## config.mk

```make
export PLATFORM = sky130hd
export DESIGN_NAME = pattern_dma_master
export DESIGN_NICKNAME = d
export VERILOG_FILES = /design/src/rtl/pdm_pkg.sv /design/src/rtl/pdm_seq.sv /design/src/rtl/pdm_pattern.sv /design/src/rtl/pdm_bus.sv /design/src/rtl/pdm_cmp.sv /design/src/rtl/pattern_dma_master.sv
export SDC_FILE = /design/constraint.sdc
export NUM_CORES = 1
export LEC_CHECK = 0
export ABC_AREA = 1
export CAP_MARGIN = 0
export CORE_ASPECT_RATIO = 0.75
export CORE_UTILIZATION = 43
export CTS_BUF_LIST = sky130_fd_sc_hd__clkbuf_16
export DETAILED_ROUTE_END_ITERATION = 16
export MAX_ROUTING_LAYER = met4
export PLACE_DENSITY = 0.8
export SLEW_MARGIN = 20
export SYNTH_ARGS = -nofsm -noshare
export SYNTH_HDL_FRONTEND = slang
export SYNTH_HIERARCHICAL = 1
export SYNTH_SLANG_ARGS = --single-unit
export TNS_END_PERCENT = 30
```

## constraint.sdc

```tcl
create_clock -name clk -period 3.7 [get_ports clk]
set_clock_uncertainty 0.05 [all_clocks]
set_input_delay 0.74 -clock clk [delete_from_list [all_inputs] [get_ports clk]]
set_output_delay 0.74 -clock clk [all_outputs]
set_load 0.1 [all_outputs]
```

## src/rtl/pdm_pkg.sv

```systemverilog
package pdm_pkg;

  // Bus-side state of the master: released or holding a cycle.
  typedef enum logic {
    BUS_IDLE   = 1'b0,
    BUS_ACTIVE = 1'b1
  } bus_state_e;

  // Where the sequencer stands inside a pass.
  typedef struct packed {
    logic rd_phase;  // 0: write half, 1: read-back half
    logic blk;       // cycle style latched at cycle start
  } pass_ctl_t;

endpackage

```

## src/rtl/pdm_seq.sv

```systemverilog
// Beat and phase sequencer: tracks which beat of the pass is next and
// whether the current cycle is a burst or a single-beat cycle.
module pdm_seq
  import pdm_pkg::*;
#(
  parameter int BEATS = 8,
  parameter int IW    = 3
) (
  input  logic          clk,
  input  logic          rst,
  input  logic          start,     // a cycle begins at this edge
  input  logic          adv,       // a beat is accepted at this edge
  input  logic          mode_in,   // 1 = burst cycles
  output logic [IW-1:0] beat,
  output logic [IW-1:0] beat_nxt,
  output logic          rd_phase,
  output logic          cyc_last   // the current beat closes the cycle
);

  localparam logic [IW-1:0] LAST_BEAT = IW'(BEATS - 1);

  logic [IW-1:0] beat_q;
  pass_ctl_t     ctl_q;
  logic          pass_end;

  assign pass_end = (beat_q == LAST_BEAT);
  assign beat     = beat_q;
  assign beat_nxt = beat_q + IW'(1);
  assign rd_phase = ctl_q.rd_phase;
  // A single-beat cycle ends on every beat; a burst ends with the pass half.
  assign cyc_last = ctl_q.blk ? pass_end : 1'b1;

  always_ff @(posedge clk) begin
    if (rst) begin
      beat_q <= '0;
      ctl_q  <= '0;
    end else begin
      if (start) begin
        ctl_q.blk <= mode_in;
      end
      if (adv) begin
        if (pass_end) begin
          beat_q         <= '0;
          ctl_q.rd_phase <= ~ctl_q.rd_phase;
        end else begin
          beat_q <= beat_nxt;
        end
      end
    end
  end

endmodule

```

## src/rtl/pdm_pattern.sv

```systemverilog
// Maps a beat number onto its word address and its write word.
module pdm_pattern #(
  parameter int              ADDR_W     = 32,
  parameter int              DATA_W     = 32,
  parameter int              IW         = 3,
  parameter logic [ADDR_W-1:0] BASE_ADDR = '0,
  parameter int              ADDR_STEP  = 1,
  parameter logic [DATA_W-1:0] PATTERN  = '0,
  parameter int              WORD_SHIFT = 16
) (
  input  logic [IW-1:0]     beat,
  output logic [ADDR_W-1:0] adr,
  output logic [DATA_W-1:0] word
);

  assign adr  = BASE_ADDR + (ADDR_W'(beat) * ADDR_W'(ADDR_STEP));
  assign word = PATTERN ^ (DATA_W'(beat) << WORD_SHIFT);

endmodule

```

## src/rtl/pdm_bus.sv

```systemverilog
// Registered bus side: starts cycles on grant, holds each beat until it is
// acknowledged, then either loads the next beat or releases the bus.
module pdm_bus
  import pdm_pkg::*;
#(
  parameter int ADDR_W = 32,
  parameter int DATA_W = 32,
  parameter int SEL_W  = DATA_W / 8
) (
  input  logic              clk,
  input  logic              rst,
  input  logic              gnt,
  input  logic              ack_i,
  input  logic              rd_phase,
  input  logic              cyc_last,
  input  logic [ADDR_W-1:0] cur_adr,
  input  logic [DATA_W-1:0] cur_dat,
  input  logic [ADDR_W-1:0] nxt_adr,
  input  logic [DATA_W-1:0] nxt_dat,
  output logic              start,
  output logic              adv,
  output logic              cyc_o,
  output logic              stb_o,
  output logic              we_o,
  output logic [SEL_W-1:0]  sel_o,
  output logic [ADDR_W-1:0] adr_o,
  output logic [DATA_W-1:0] dat_o
);

  bus_state_e state_q;

  assign start = (state_q == BUS_IDLE) && gnt;
  assign adv   = (state_q == BUS_ACTIVE) && ack_i;

  always_ff @(posedge clk) begin
    if (rst) begin
      state_q <= BUS_IDLE;
      cyc_o   <= 1'b0;
      stb_o   <= 1'b0;
      we_o    <= 1'b0;
      sel_o   <= '0;
      adr_o   <= '0;
      dat_o   <= '0;
    end else begin
      unique case (state_q)
        BUS_IDLE: begin
          if (start) begin
            state_q <= BUS_ACTIVE;
            cyc_o   <= 1'b1;
            stb_o   <= 1'b1;
            we_o    <= ~rd_phase;
            sel_o   <= '1;
            adr_o   <= cur_adr;
            dat_o   <= rd_phase ? '0 : cur_dat;
          end
        end
        BUS_ACTIVE: begin
          if (ack_i) begin
            if (cyc_last) begin
              // Release so an arbiter can pass the bus on.
              state_q <= BUS_IDLE;
              cyc_o   <= 1'b0;
              stb_o   <= 1'b0;
              we_o    <= 1'b0;
              sel_o   <= '0;
            end else begin
              adr_o <= nxt_adr;
              dat_o <= rd_phase ? '0 : nxt_dat;
            end
          end
        end
        default: state_q <= BUS_IDLE;
      endcase
    end
  end

endmodule

```

## src/rtl/pdm_cmp.sv

```systemverilog
// Read-back checker: compares each accepted read word with its expected word.
module pdm_cmp #(
  parameter int DATA_W = 32
) (
  input  logic              clk,
  input  logic              rst,
  input  logic              adv,
  input  logic              rd_phase,
  input  logic [DATA_W-1:0] rd_data,
  input  logic [DATA_W-1:0] expect_word,
  output logic              mismatch
);

  logic diff;

  assign diff = adv && rd_phase && (rd_data != expect_word);

  always_ff @(posedge clk) begin
    if (rst) begin
      mismatch <= 1'b0;
    end else if (diff) begin
      mismatch <= 1'b1;
    end
  end

endmodule

```

## src/rtl/pattern_dma_master.sv

```systemverilog
// Self-running test-pattern bus master: write pass, read-back pass, repeat.
module pattern_dma_master #(
  parameter int                ADDR_W       = 32,
  parameter int                DATA_W       = 32,
  parameter int                BEATS        = 8,
  parameter logic [ADDR_W-1:0] BASE_ADDR    = 32'h0000_0008,
  parameter int                ADDR_STEP    = 1,
  parameter logic [DATA_W-1:0] BASE_PATTERN = 32'hA5A5_A5A0,
  parameter logic [3:0]        INST_ID      = 4'h1,
  parameter int                WORD_SHIFT   = 16
) (
  input  logic                  clk,
  input  logic                  rst,
  input  logic                  bus_gnt,
  input  logic                  burst_mode,
  input  logic                  ack_i,
  input  logic [DATA_W-1:0]     dat_i,
  output logic [ADDR_W-1:0]     adr_o,
  output logic [DATA_W-1:0]     dat_o,
  output logic                  we_o,
  output logic [DATA_W/8-1:0]   sel_o,
  output logic                  stb_o,
  output logic                  cyc_o,
  output logic                  mismatch
);

  localparam int                IW      = (BEATS > 1) ? $clog2(BEATS) : 1;
  localparam int                SEL_W   = DATA_W / 8;
  localparam logic [DATA_W-1:0] PATTERN = {BASE_PATTERN[DATA_W-1:4], INST_ID};

  logic              start;
  logic              adv;
  logic [IW-1:0]     beat;
  logic [IW-1:0]     beat_nxt;
  logic              rd_phase;
  logic              cyc_last;
  logic [ADDR_W-1:0] cur_adr;
  logic [ADDR_W-1:0] nxt_adr;
  logic [DATA_W-1:0] cur_dat;
  logic [DATA_W-1:0] nxt_dat;

  pdm_seq #(
    .BEATS (BEATS),
    .IW    (IW)
  ) u_seq (
    .clk      (clk),
    .rst      (rst),
    .start    (start),
    .adv      (adv),
    .mode_in  (burst_mode),
    .beat     (beat),
    .beat_nxt (beat_nxt),
    .rd_phase (rd_phase),
    .cyc_last (cyc_last)
  );

  // Two copies of the pattern map: the beat being issued and the one after.
  for (genvar g = 0; g < 2; g++) begin : g_pat
    logic [ADDR_W-1:0] p_adr;
    logic [DATA_W-1:0] p_word;
    pdm_pattern #(
      .ADDR_W     (ADDR_W),
      .DATA_W     (DATA_W),
      .IW         (IW),
      .BASE_ADDR  (BASE_ADDR),
      .ADDR_STEP  (ADDR_STEP),
      .PATTERN    (PATTERN),
      .WORD_SHIFT (WORD_SHIFT)
    ) u_pat (
      .beat (g == 0 ? beat : beat_nxt),
      .adr  (p_adr),
      .word (p_word)
    );
  end

  assign cur_adr = g_pat[0].p_adr;
  assign cur_dat = g_pat[0].p_word;
  assign nxt_adr = g_pat[1].p_adr;
  assign nxt_dat = g_pat[1].p_word;

  pdm_bus #(
    .ADDR_W (ADDR_W),
    .DATA_W (DATA_W),
    .SEL_W  (SEL_W)
  ) u_bus (
    .clk      (clk),
    .rst      (rst),
    .gnt      (bus_gnt),
    .ack_i    (ack_i),
    .rd_phase (rd_phase),
    .cyc_last (cyc_last),
    .cur_adr  (cur_adr),
    .cur_dat  (cur_dat),
    .nxt_adr  (nxt_adr),
    .nxt_dat  (nxt_dat),
    .start    (start),
    .adv      (adv),
    .cyc_o    (cyc_o),
    .stb_o    (stb_o),
    .we_o     (we_o),
    .sel_o    (sel_o),
    .adr_o    (adr_o),
    .dat_o    (dat_o)
  );

  pdm_cmp #(
    .DATA_W (DATA_W)
  ) u_cmp (
    .clk         (clk),
    .rst         (rst),
    .adv         (adv),
    .rd_phase    (rd_phase),
    .rd_data     (dat_i),
    .expect_word (cur_dat),
    .mismatch    (mismatch)
  );

endmodule

```

Word level (Yosys, flattened, before mapping)
Cells that the tools add are included.
Storage, ports and cells
  memory bits (read-only): 0
  memories: 0
  register bits: 77
  bits in latches: 0
  output and inout bits: 72
  word-level logic and storage cells: 56
  bits in writable memories: 0
Operators by class
  multipliers: 0
  magnitude comparators: 0
  reductions and logical operators: 7
  multiplexer cells: 26
  divide/modulo/power cells: 0
  bitwise logic cells: 4
  shift-type cells: 0
  $add $sub $neg: 3
  equal/unequal tests: 6
Operators with widths (count)
  $mux 32: 8
  $pmux 32 s2: 2
  $ne 32x32->1: 1
  $not 9->15: 2
  $mux 4: 3
  $add 4x3->5 const A: 2
  $mux 1: 8
  $ne 2x2->1 const B: 4
  $pmux 4 s2: 1
  $pmux 1 s2: 3
  $reduce_and 3->1: 2
  $logic_and 1x1->1: 4
  $add 3x1->3 const B: 1
  $eq 3x3->1 const B: 1
  $mux 3: 1
  $not 1->1: 2
  $reduce_and 2->1: 1

Logic depth before layout (Yosys ltp)
  depth after elaboration: 6
  depth in mapped cells: 11

By module
The synthesis kept the hierarchy.
Modules (own cells, without submodules)
  pdm_bus: cells each 648, area an instance 3777.4 µm², instances 1
  pdm_pattern: cells each 66, area an instance 480.5 µm², instances 2
  pdm_cmp: cells each 105, area an instance 526.8 µm², instances 1
  pdm_seq: cells each 32, area an instance 236.5 µm², instances 1

Worst setup path after synthesis
Ideal clock, no wire load.
  path type: register -> output
  start: reg u_bus/sel_o[2] (netlist name)
  end: out sel_o[0]
  setup slack: 1464 ps
  arrival: 1446 ps
  path buffers: 1
  cell stages (with the launch flop): 2
  cell sequence: dfxtp_1 -> buf_4
RTL lines
  to (decl): RTL line pattern_dma_master.sv:21  | output logic [DATA_W/8-1:0] sel_o,

==> summary.md <==
| Metric | Value |
|---|---|
| Total grt overflow | `0` |
| Synthesized flop and latch total | `73` |
| Wire per inst | `between 9 and 10 um` |
| Hold Path Class | `register to register` |
| Syn Inst Count | `between 900 and 1k` |
| Drt drc | `0` |
| Drt first pass iters | `4` |
| CP Cell Sequence | `clkdlybuf4s50_1` |
| CP arrival | `between 1500 and 2000 ps` |
| Worst slew pin tran | `around 1100 ps` |
| Post-synthesis xor/xnor area fraction | `between 3 and 4%` |
| WP buf/inv | `1` |
| Startpoint types | `register` |
| Core Area | `approximately 12000 sq um` |
| Lkg Pwr | `between 3 and 4 nW` |
| Commonest non-fill, non-tap cell in the layout | `nand2_1` |
| Vias post-DR | `4735` |
| Largest net degree at the start of global routing | `65` |
| Setup_tns | `0 ps` |
| Row cnt | `35` |
| Vias in the first global route | `about 4.2k` |
| Highest fanout seen on the critical path | `7` |
| Clock slew at reported path FFs | `60 ps` |
| First-pass GRT wire length | `a little under 20000 um` |
| Synth Area in Compound Gates | `less than 1%` |
| Slowest-stage cell, CP | `clkdlybuf4s50_1` |
| Largest family of logic cells by synthesized area | `simple AND/OR/NAND/NOR gates` |
| Status | `complete, no violations` |
| Worst rel slew slack | `26.8%` |
| Chip width | `between 100 and 150 um` |
| GR Util All Layers | `18.9%` |
| Post-CTS Resized | `0` |
| CTS buffer count | `9` |
| Final wirelength | `between 10000 and 15000 um` |
| Sink Count | `73` |
| Slew Viols, Final | `0` |
| RSZ-0062 raised after global routing | `false` |
| Fin. Hold Viols | `0` |
| Starting Density | `between 40% and 50%` |
| Maximum clock rate | `roughly 360 MHz` |
| Share of layout cells above drive strength 1 | `about 3.2%` |
| Worst Setup End Kind | `output port` |
| Post-layout instance count excluding filler cells | `about 1.2k` |
| GPL Wtd Cong | `0.752` |
| H-Tree Depth | `3` |
| Crit Path Category | `register to output port` |
| Syn avg cell area | `6.00 sq um` |
| Initial antenna violation count | `0` |
| Mux cell area share after synthesis | `0%` |
| Distinct cells, synth | `22` |
| PortBufs | `between 100 and 150` |
| Via-to-Cell Ratio | `approximately 4.1` |
| Final period util | `74.4%` |
| Antenna viol nets, final | `0` |
| Peak supply drop | `between 200 and 300 uV` |
| DP Cell Count | `around 1.1k` |
| Synthesized-area fraction occupied by adder cells | `less than 1%` |
| Slowest cell delay on critical path | `roughly 1200 ps` |
| Setup bufs post-CTS | `0` |
| DP HPWL | `approximately 7700 um` |
| Die area | `13300 sq um` |
| Max-cap viol count | `0` |
| Iteration-0 DRC Markers | `between 200 and 250` |
| Layout Area Growth over Synthesis | `16.1%` |
| Pwr/cell area | `roughly 460 nW/um^2` |
| Root buffer cell | `clkbuf_16` |
| Worst skew pair latency | `roughly 330 ps` |
| Height of the die | `between 90 and 100 um` |
| Number of antenna diodes | `0` |
| Max Root-Sink Buffers | `2` |
| Simple-gate share of the synthesized area | `~39%` |
| Layout Nets | `~1.0k` |
| Top Ports | `between 100 and 150` |
| Warnings, synthesis | `6` |
| Top Family by Delay on Critical Path | `buffers and inverters` |
| Post-synthesis sequential area ratio | `between 20% and 30%` |
| Required @ worst endpoint | `between 2000 and 3000 ps` |
| Post-Syn Area | `5500 sq um` |
| Tmin final | `roughly 2800 ps` |
| Most frequent cells in the layout | `281 x nand2_1, 146 x nor2_1, 116 x conb_1` |
| CTS tree | `yes` |
| # hold bufs at CTS | `0` |
| Final setup violation count | `0` |
flip-flops by register name, indices dropped and copies added, names as in the netlist:
name and flops:
u_bus/adr_o 32, u_bus/sel_o 1, u_bus/state_q 1, u_seq/ctl_q 1, u_seq/rd_phase 1, u_bus/dat_o 32
u_bus/we_o 1, u_seq/beat 3, u_cmp/mismatch 1
worst paths after layout:
check | to | slack, ps | start | cells after the start
worst max-delay path | cyc_o | 950 | u_bus/sel_o[2] | 1
worst min-delay path | u_cmp/mismatch | 440 | u_cmp/mismatch | 2
worst max register to register | u_bus/adr_o[24] | 1320 | u_seq/beat[1] | 10
worst min register to register | u_cmp/mismatch | 440 | u_cmp/mismatch | 2
metrics by stage:
step	power (W)	setup WS (ps)	util (%)	instance area, sq um	hold slack, ps
2_1_floorplan	0.00191	1460	-	5920	418
3_3_place_gp	0.00204	1070	49.0	6080	412
3_5_place_dp	0.00205	1090	49.0	6080	422
4_1_cts	0.00297	919	51.5	6390	429
5_1_grt	0.00311	867	51.5	6390	442
6_report	0.00295	948	51.5	6390	437
cells by family after synthesis:
family / count (synthesis)
buffers and inverters: 272
other: 4
adders and majority gates: 3
DFF: 73
AOI/OAI and AO/OA: 9
and+or+nand+nor: 533
xor gates and xnor gates: 23
metal layers:
layer	vias to the layer above	GRT usage [%]	wire length, um
met5	-	-	0
met3	11	3.74	577
li1	2625	-	-
met4	0	4.24	104
met1	1972	24.4	5590
met2	127	30.7	5150
layout make-up:
cell class | count | area [sq um]
clock inverter | 7 | 85.1
clock buffer | 9 | 225
multi-input combinational | 684 | 2890
fill | 1235 | 6000
inverter | 100 | 378
sequential | 73 | 1460
tap | 166 | 208
timing repair buffer | 116 | 1140
synth_stat cells, drive strengths merged:
library cell / count / area [sq um]
a21oi: 6 / 30.0
buf: 166 / 1170
clkbuf: 6 / 22.5
conb: 4 / 15.0
dfxtp: 73 / 1460
ha: 3 / 37.5
inv: 100 / 378
nand2: 283 / 1070
nand3: 100 / 505
nor2: 150 / 597
o21ai: 3 / 15.0
xnor2: 23 / 201
power by group:
group | switching [W] | total (W) | internal [W]
clock | 0.000333 | 0.000916 | 0.000583
sequential | 0.0000460 | 0.000906 | 0.000860
combinational | 0.000831 | 0.00113 | 0.000299
total | 0.00121 | 0.00295 | 0.00174
Power figures use the tool's default switching activity.
